===== config.mk =====
export PLATFORM = sky130hd
export DESIGN_NAME = cfgdma_engine
export DESIGN_NICKNAME = d
export VERILOG_FILES = /design/src/rtl/cfgdma_pkg.sv /design/src/rtl/cfgdma_regif.sv /design/src/rtl/cfgdma_wbmux.sv /design/src/rtl/cfgdma_core.sv /design/src/rtl/cfgdma_engine.sv
export SDC_FILE = /design/constraint.sdc
export NUM_CORES = 1
export LEC_CHECK = 0
export ABC_CLOCK_PERIOD_IN_PS = 9000
export CAP_MARGIN = 20
export CORE_MARGIN = 1.5
export CORE_UTILIZATION = 30
export CTS_BUF_LIST = sky130_fd_sc_hd__clkbuf_2 sky130_fd_sc_hd__clkbuf_4 sky130_fd_sc_hd__clkbuf_8
export DETAILED_ROUTE_END_ITERATION = 12
export DONT_BUFFER_PORTS = 1
export PLACE_DENSITY_LB_ADDON = 0.12
export REMOVE_ABC_BUFFERS = 1
export SLEW_MARGIN = 20
export SYNTH_ARGS = -nofsm -noshare
export SYNTH_HDL_FRONTEND = slang
export SYNTH_SLANG_ARGS = --single-unit

===== constraint.sdc =====
create_clock -name clk -period 9 [get_ports clk]
set_input_delay 0.45 -clock clk [delete_from_list [all_inputs] [get_ports clk]]
set_output_delay 0.45 -clock clk [all_outputs]
set_load 0.1 [all_outputs]

===== src/rtl/cfgdma_pkg.sv =====
package cfgdma_pkg;
   localparam int DESC_BYTES = 16;
   localparam int DST_BYTES  = 8;
   localparam int LEN_BYTES  = 4;
   localparam int CTL_BYTES  = 4;
   localparam int IDX_W      = $clog2(DESC_BYTES);
   localparam logic [31:0] CMD_COPY = 32'd2;
   localparam logic [31:0] STS_ERR  = 32'd1;
   localparam logic [31:0] STS_OK   = 32'd0;

   typedef enum logic [2:0] {
      S_IDLE,
      S_FETCH,
      S_DECIDE,
      S_COPY,
      S_WB
   } eng_state_t;
endpackage


===== src/rtl/cfgdma_regif.sv =====
module cfgdma_regif #(
   parameter int ADDR_W = 64
) (
   input  logic              clk,
   input  logic              rst_n,
   input  logic              wr_en_i,
   input  logic              wr_hi_i,
   input  logic [31:0]       wr_data_i,
   input  logic              busy_i,
   output logic              start_o,
   output logic [ADDR_W-1:0] start_addr_o
);
   logic [31:0] hi_q;
   logic [63:0] full_addr;

   always_ff @(posedge clk or negedge rst_n) begin
      if (!rst_n)
         hi_q <= '0;
      else if (wr_en_i && wr_hi_i && !busy_i)
         hi_q <= wr_data_i;
   end

   assign full_addr    = {hi_q, wr_data_i};
   assign start_addr_o = full_addr[ADDR_W-1:0];
   assign start_o      = wr_en_i && !wr_hi_i && !busy_i;


   hi_hold_chk: assert property (@(posedge clk) disable iff (!rst_n)
      busy_i |=> $stable(hi_q));
endmodule


===== src/rtl/cfgdma_wbmux.sv =====
module cfgdma_wbmux
   import cfgdma_pkg::*;
(
   input  logic [IDX_W-1:0] idx_i,
   input  logic [63:0]      dst_i,
   input  logic [31:0]      len_i,
   input  logic [31:0]      ctl_i,
   output logic [7:0]       byte_o
);
   logic [7:0] rec [DESC_BYTES];

   for (genvar g = 0; g < DST_BYTES; g++) begin : g_dst
      assign rec[g] = dst_i[63-8*g -: 8];
   end
   for (genvar g = 0; g < LEN_BYTES; g++) begin : g_len
      assign rec[DST_BYTES+g] = len_i[31-8*g -: 8];
   end
   for (genvar g = 0; g < CTL_BYTES; g++) begin : g_ctl
      assign rec[DST_BYTES+LEN_BYTES+g] = ctl_i[31-8*g -: 8];
   end

   assign byte_o = rec[idx_i];
endmodule


===== src/rtl/cfgdma_core.sv =====
module cfgdma_core
   import cfgdma_pkg::*;
#(
   parameter int ADDR_W = 64
) (
   input  logic              clk,
   input  logic              rst_n,
   input  logic              start_i,
   input  logic [ADDR_W-1:0] start_addr_i,
   input  logic              item_rewind_i,
   input  logic [31:0]       item_size_i,
   output logic [31:0]       item_rd_ofs_o,
   input  logic [7:0]        item_rd_data_i,
   output logic              mem_en_o,
   output logic              mem_we_o,
   output logic [ADDR_W-1:0] mem_addr_o,
   output logic [7:0]        mem_wdata_o,
   input  logic [7:0]        mem_rdata_i,
   input  logic [7:0]        wb_byte_i,
   output logic              busy_o,
   output logic [IDX_W-1:0]  idx_o,
   output logic [63:0]       dst_o,
   output logic [31:0]       len_o,
   output logic [31:0]       ctl_o
);
   localparam logic [IDX_W-1:0] IDX_LAST = IDX_W'(DESC_BYTES - 1);
   localparam logic [IDX_W-1:0] IDX_LEN  = IDX_W'(DST_BYTES);
   localparam logic [IDX_W-1:0] IDX_CTL  = IDX_W'(DST_BYTES + LEN_BYTES);

   eng_state_t        state_q;
   logic [ADDR_W-1:0] desc_q;
   logic [IDX_W-1:0]  idx_q;
   logic [63:0]       dst_q;
   logic [31:0]       len_q, ctl_q, ofs_q;
   logic              overrun;

   assign overrun = ({1'b0, ofs_q} + {1'b0, len_q}) > {1'b0, item_size_i};

   always_ff @(posedge clk or negedge rst_n) begin
      if (!rst_n) begin
         state_q <= S_IDLE;
         desc_q  <= '0;
         idx_q   <= '0;
         dst_q   <= '0;
         len_q   <= '0;
         ctl_q   <= '0;
         ofs_q   <= '0;
      end else begin
         case (state_q)
            S_IDLE: begin
               if (item_rewind_i)
                  ofs_q <= '0;
               if (start_i) begin
                  desc_q  <= start_addr_i;
                  idx_q   <= '0;
                  state_q <= S_FETCH;
               end
            end
            S_FETCH: begin
               if (idx_q < IDX_LEN)
                  dst_q <= {dst_q[55:0], mem_rdata_i};
               else if (idx_q < IDX_CTL)
                  len_q <= {len_q[23:0], mem_rdata_i};
               else
                  ctl_q <= {ctl_q[23:0], mem_rdata_i};
               idx_q <= idx_q + 1'b1;
               if (idx_q == IDX_LAST)
                  state_q <= S_DECIDE;
            end
            S_DECIDE: begin
               idx_q   <= '0;
               state_q <= S_WB;
               if (ctl_q != CMD_COPY || overrun) begin
                  ctl_q <= STS_ERR;
               end else begin
                  ctl_q <= STS_OK;
                  if (dst_q == '0) begin
                     ofs_q <= ofs_q + len_q;
                     len_q <= '0;
                  end else if (len_q != '0) begin
                     state_q <= S_COPY;
                  end
               end
            end
            S_COPY: begin
               dst_q <= dst_q + 64'd1;
               len_q <= len_q - 32'd1;
               ofs_q <= ofs_q + 32'd1;
               if (len_q == 32'd1)
                  state_q <= S_WB;
            end
            S_WB: begin
               idx_q <= idx_q + 1'b1;
               if (idx_q == IDX_LAST)
                  state_q <= S_IDLE;
            end
            default: state_q <= S_IDLE;
         endcase
      end
   end

   always_comb begin
      mem_en_o    = (state_q == S_FETCH) || (state_q == S_COPY) || (state_q == S_WB);
      mem_we_o    = (state_q == S_COPY) || (state_q == S_WB);
      mem_addr_o  = (state_q == S_COPY) ? dst_q[ADDR_W-1:0] : desc_q + ADDR_W'(idx_q);
      mem_wdata_o = (state_q == S_COPY) ? item_rd_data_i : wb_byte_i;
   end

   assign busy_o        = (state_q != S_IDLE);
   assign item_rd_ofs_o = ofs_q;
   assign idx_o         = idx_q;
   assign dst_o         = dst_q;
   assign len_o         = len_q;
   assign ctl_o         = ctl_q;


   busy_excl_chk: assert property (@(posedge clk) disable iff (!rst_n)
      (state_q != S_IDLE) |-> !start_i);

   fetch_ro_chk: assert property (@(posedge clk) disable iff (!rst_n)
      (state_q == S_FETCH) |-> (mem_en_o && !mem_we_o));

   copy_step_chk: assert property (@(posedge clk) disable iff (!rst_n)
      (state_q == S_COPY) |=> (ofs_q == $past(ofs_q) + 32'd1));

   skip_nowr_chk: assert property (@(posedge clk) disable iff (!rst_n)
      (state_q == S_DECIDE && dst_q == '0) |=> (state_q == S_WB));

   err_path_chk: assert property (@(posedge clk) disable iff (!rst_n)
      (state_q == S_DECIDE && (ctl_q != CMD_COPY || overrun))
         |=> (state_q == S_WB && ctl_q == STS_ERR && $stable(ofs_q)));

   wb_status_chk: assert property (@(posedge clk) disable iff (!rst_n)
      (state_q == S_WB && idx_q == IDX_LAST) |-> (mem_wdata_o[7:1] == 7'd0));
endmodule


===== src/rtl/cfgdma_engine.sv =====
module cfgdma_engine
   import cfgdma_pkg::*;
#(
   parameter int ADDR_W = 64
) (
   input  logic              clk,
   input  logic              rst_n,
   input  logic              reg_wr_en,
   input  logic              reg_wr_hi,
   input  logic [31:0]       reg_wr_data,
   output logic              busy,
   input  logic              item_rewind,
   input  logic [31:0]       item_size,
   output logic [31:0]       item_rd_ofs,
   input  logic [7:0]        item_rd_data,
   output logic              mem_en,
   output logic              mem_we,
   output logic [ADDR_W-1:0] mem_addr,
   output logic [7:0]        mem_wdata,
   input  logic [7:0]        mem_rdata
);
   if (ADDR_W < 16 || ADDR_W > 64) begin : g_bad_addr_w
      $error("cfgdma_engine: ADDR_W must lie in 16..64");
   end

   logic              start;
   logic [ADDR_W-1:0] start_addr;
   logic [IDX_W-1:0]  idx;
   logic [63:0]       dst;
   logic [31:0]       len, ctl;
   logic [7:0]        wb_byte;

   cfgdma_regif #(.ADDR_W(ADDR_W)) u_regif (
      .clk          (clk),
      .rst_n        (rst_n),
      .wr_en_i      (reg_wr_en),
      .wr_hi_i      (reg_wr_hi),
      .wr_data_i    (reg_wr_data),
      .busy_i       (busy),
      .start_o      (start),
      .start_addr_o (start_addr)
   );

   cfgdma_wbmux u_wbmux (
      .idx_i  (idx),
      .dst_i  (dst),
      .len_i  (len),
      .ctl_i  (ctl),
      .byte_o (wb_byte)
   );

   cfgdma_core #(.ADDR_W(ADDR_W)) u_core (
      .clk            (clk),
      .rst_n          (rst_n),
      .start_i        (start),
      .start_addr_i   (start_addr),
      .item_rewind_i  (item_rewind),
      .item_size_i    (item_size),
      .item_rd_ofs_o  (item_rd_ofs),
      .item_rd_data_i (item_rd_data),
      .mem_en_o       (mem_en),
      .mem_we_o       (mem_we),
      .mem_addr_o     (mem_addr),
      .mem_wdata_o    (mem_wdata),
      .mem_rdata_i    (mem_rdata),
      .wb_byte_i      (wb_byte),
      .busy_o         (busy),
      .idx_o          (idx),
      .dst_o          (dst),
      .len_o          (len),
      .ctl_o          (ctl)
   );
endmodule


==> results.json <==
{
  "synth_simple_gate_area_share_pct": 20.5,
  "synth_compound_area_share_pct": 19.0,
  "nNetsFinal": 2472,
  "synth_cell_types": 73,
  "max_stage_delay_ns": 0.91,
  "h-tree-depth": 2,
  "ys_top_cells_by_area": "dfrtp_1 34%, ha_1 6.7%, nand2_1 6.1%",
  "synth_top_family_by_area": "simple AND/OR/NAND/NOR gates",
  "start_util_pct": 30.3,
  "dieWidth_um": 258,
  "synth-async-reset-ratio_pct": 100,
  "cts.sinks": 263,
  "holdCritPathClass": "in2reg",
  "post_cts_buffers": 0,
  "grt_overflow": 0,
  "routed_wl_mm": 70.4,
  "design.core.area_um2": 64300,
  "ys.flop_type": "dfrtp_1",
  "syn-cell-area_um2": 19500,
  "cts.path.max_buffers": 3,
  "synth.avg_cell_area_um2": 8.51,
  "setup_violations": 0,
  "post_drt_wl_per_cell_um": 22.2,
  "cts_tree": "built",
  "yosysSeqAreaShare_pct": 33.7,
  "fmax_mhz": 139,
  "yosysWarningCount": 0,
  "route.detailed.drc": 0,
  "grt_pass1_vias": 17100,
  "required_ns": 9.52,
  "synth_top_area_cell": "dfrtp_1",
  "grt_pass1_wl_mm": 107,
  "antenna_found_initial": 2,
  "yosysMostFrequentCell": "nand2_1",
  "dp_hpwl_mm": 50.7,
  "max_slew_margin_pct": 21.2,
  "via_per_inst": 5.55,
  "dr.pass1.iters": 5,
  "grtUsageTotal_pct": 20.7,
  "post-synth-top-area-fraction_pct": 33.7,
  "clock_skew_ns": 0.0306,
  "cpMostUsedCell": "o21ai_0",
  "drv_slew": 0,
  "critPathArrivalTime_ns": 7.72,
  "hold_viol": 0,
  "ys_ff_latch": 263,
  "path_clk_slew_ns": 0.06,
  "io-pin-count": 192,
  "die_h_um": 258,
  "cts_buffers": 53,
  "ant_nets": 0,
  "drive_gt1_share_pct": 15.0,
  "synthAdderAreaFrac_pct": 6.97,
  "vias": 17600,
  "synthMuxAreaShare_pct": 10.3,
  "clk_latency_ns": 0.66,
  "grt_setup_unrepaired": "no",
  "worstMarginPinSlew_ns": 1.18,
  "die-area_um2": 66600,
  "clk_root_buffer_cell": "clkbuf_8",
  "drtIter0Drc": 1165,
  "worstSetupStartpointType": "flip-flop",
  "synth_commonest_cells": "318 x nand2_1, 263 x dfrtp_1, 233 x o21ai_0, 149 x nor2_1, 126 x clkbuf_1",
  "status": "finished, final reports clean",
  "rows": 93,
  "fillers": 6708,
  "grt_max_degree": 264,
  "syn2layout_area_growth_pct": 13.9,
  "r2r_slack_ns": 1.81,
  "critPathSlowestCell": "a2111oi_1",
  "synth_xor_area_share_pct": 5.02,
  "synth_edf_count": 0,
  "stdcell_count": 3176,
  "fin_crit_ns": 7.19,
  "max-cap-violations": 0,
  "worst-setup-path-type": "reg2reg",
  "dp.cells": 3035,
  "crit_fanout": 64,
  "crit_path_end_kind": "flip-flop",
  "port-buffer-count": 0,
  "fin_crit_sh_pct": 79.9,
  "synth_cells": 2296,
  "holdWs_ns": 0.0427,
  "place_congestion": 0.879
}
## layout by cell type, fill, tap and decap left out, drive strengths merged, types with 11 or more instances in the layout
cell / netlist / routed
buf: 22 / 34
ha: 104 / 104
o31ai: 16 / 16
nand4: 38 / 38
mux2: 89 / 89
nor4: 30 / 30
inv: 82 / 82
a21oi: 123 / 123
xnor2: 67 / 67
o21ai: 239 / 239
dfrtp: 263 / 263
o21a: 16 / 16
nor2b: 41 / 41
o22ai: 13 / 13
nand2b: 15 / 15
a22o: 31 / 31
and3: 42 / 42
o21bai: 11 / 11
a21o: 32 / 32
or3: 11 / 11
dlygate4sd3: 0 / 43
clkbuf: 126 / 88
and2: 11 / 11
nor3: 52 / 52
nand3: 114 / 114
mux4: 40 / 40
nand2: 318 / 318
a211oi: 30 / 30
xor2: 45 / 45
o211ai: 11 / 11
nor2: 149 / 149
## per-layer routing
metal	vias to the layer above	share of wire [%]	track usage, %
li1	8332	-	-
met1	8651	43	25.9
met2	522	48	35.2
met3	120	5.4	3.76
met4	0	3.7	8.32
met5	-	0	0
## state kept, by name, indices dropped and copies added (netlist names)
| signal | cells |
|---|---|
| u_regif.hi_q | 32 |
| u_core.idx_o | 4 |
| u_core.item_rd_ofs_o | 32 |
| u_core.dst_o | 64 |
| u_core.desc_q | 64 |
| u_core.state_q | 3 |
| u_core.len_o | 32 |
| u_core.ctl_o | 32 |
## worst paths after layout
check                                                    start                             endpoint  cells after the start
min                                               mem_rdata[1]          u_core.len_o[1]$_DFFE_PN0P_                      4
min in group asynchronous                                rst_n          u_regif.hi_q[7]$_DFFE_PN0P_                      2
max reg2reg                u_core.item_rd_ofs_o[0]$_DFFE_PN0P_         u_core.len_o[13]$_DFFE_PN0P_                     25
max                        u_core.item_rd_ofs_o[0]$_DFFE_PN0P_         u_core.len_o[13]$_DFFE_PN0P_                     25
max in group asynchronous                                rst_n  u_core.item_rd_ofs_o[7]$_DFFE_PN0P_                      3
min reg2reg                       u_regif.hi_q[28]$_DFFE_PN0P_        u_core.desc_q[60]$_DFFE_PN0P_                      2
## cell type report
type	count	area, um2	area share, %
clock buffers	88	1100	4.94
well taps	855	1070	4.81
inverters	82	308	1.38
clock inverters	7	48.8	0.219
diodes	1	2.50	0.0112
repair buffers	77	738	3.32
flip-flops and latches	263	6580	29.6
multi-input cells	1803	12400	55.7
## what timing repair did
action	in CTS	in global routing
hold endpoints to repair	348	128
resized for setup	0	0
hold buffers	43	1
## metrics by stage
step | utilization, % | setup WS (ns) | setup TNS, ns | cell area, um2
finish | 34.6 | 1.81 | 0 | 22200
global route | 34.6 | 1.31 | 0 | 22200
CTS | 34.5 | 1.82 | 0 | 22200
detailed placement | 32.0 | 1.86 | 0 | 20600
global placement | 32.0 | 1.68 | 0 | 20600
floorplan | - | -3.00 | -314.68 | 18900
## worst max-delay path, delay by kind of cell, from the launching register on
kind / cells / cell delay [ns]
xor+xnor: 1 / 0.15
buf+inv: 2 / 0.56
simple gates: 3 / 0.72
fa+ha+maj: 3 / 0.91
flops: 1 / 0.79
compound gates: 16 / 3.90
## logic make-up (layout without fill, tap and decap cells)
| logic type | after synthesis | after routing |
|---|---|---|
| AO/OA/AOI/OAI | 596 | 596 |
| XOR/XNOR | 112 | 112 |
| adder cells (fa/ha/maj) | 107 | 107 |
| buffers and inverters | 230 | 254 |
| flip-flops | 263 | 263 |
| multiplexers | 139 | 139 |
| other | 0 | 1 |
| AND/OR/NAND/NOR | 849 | 849 |
Power is left out: the tool's default activity adds up to more than one toggle a clock period on the data nets, which glitch-free logic cannot reach.
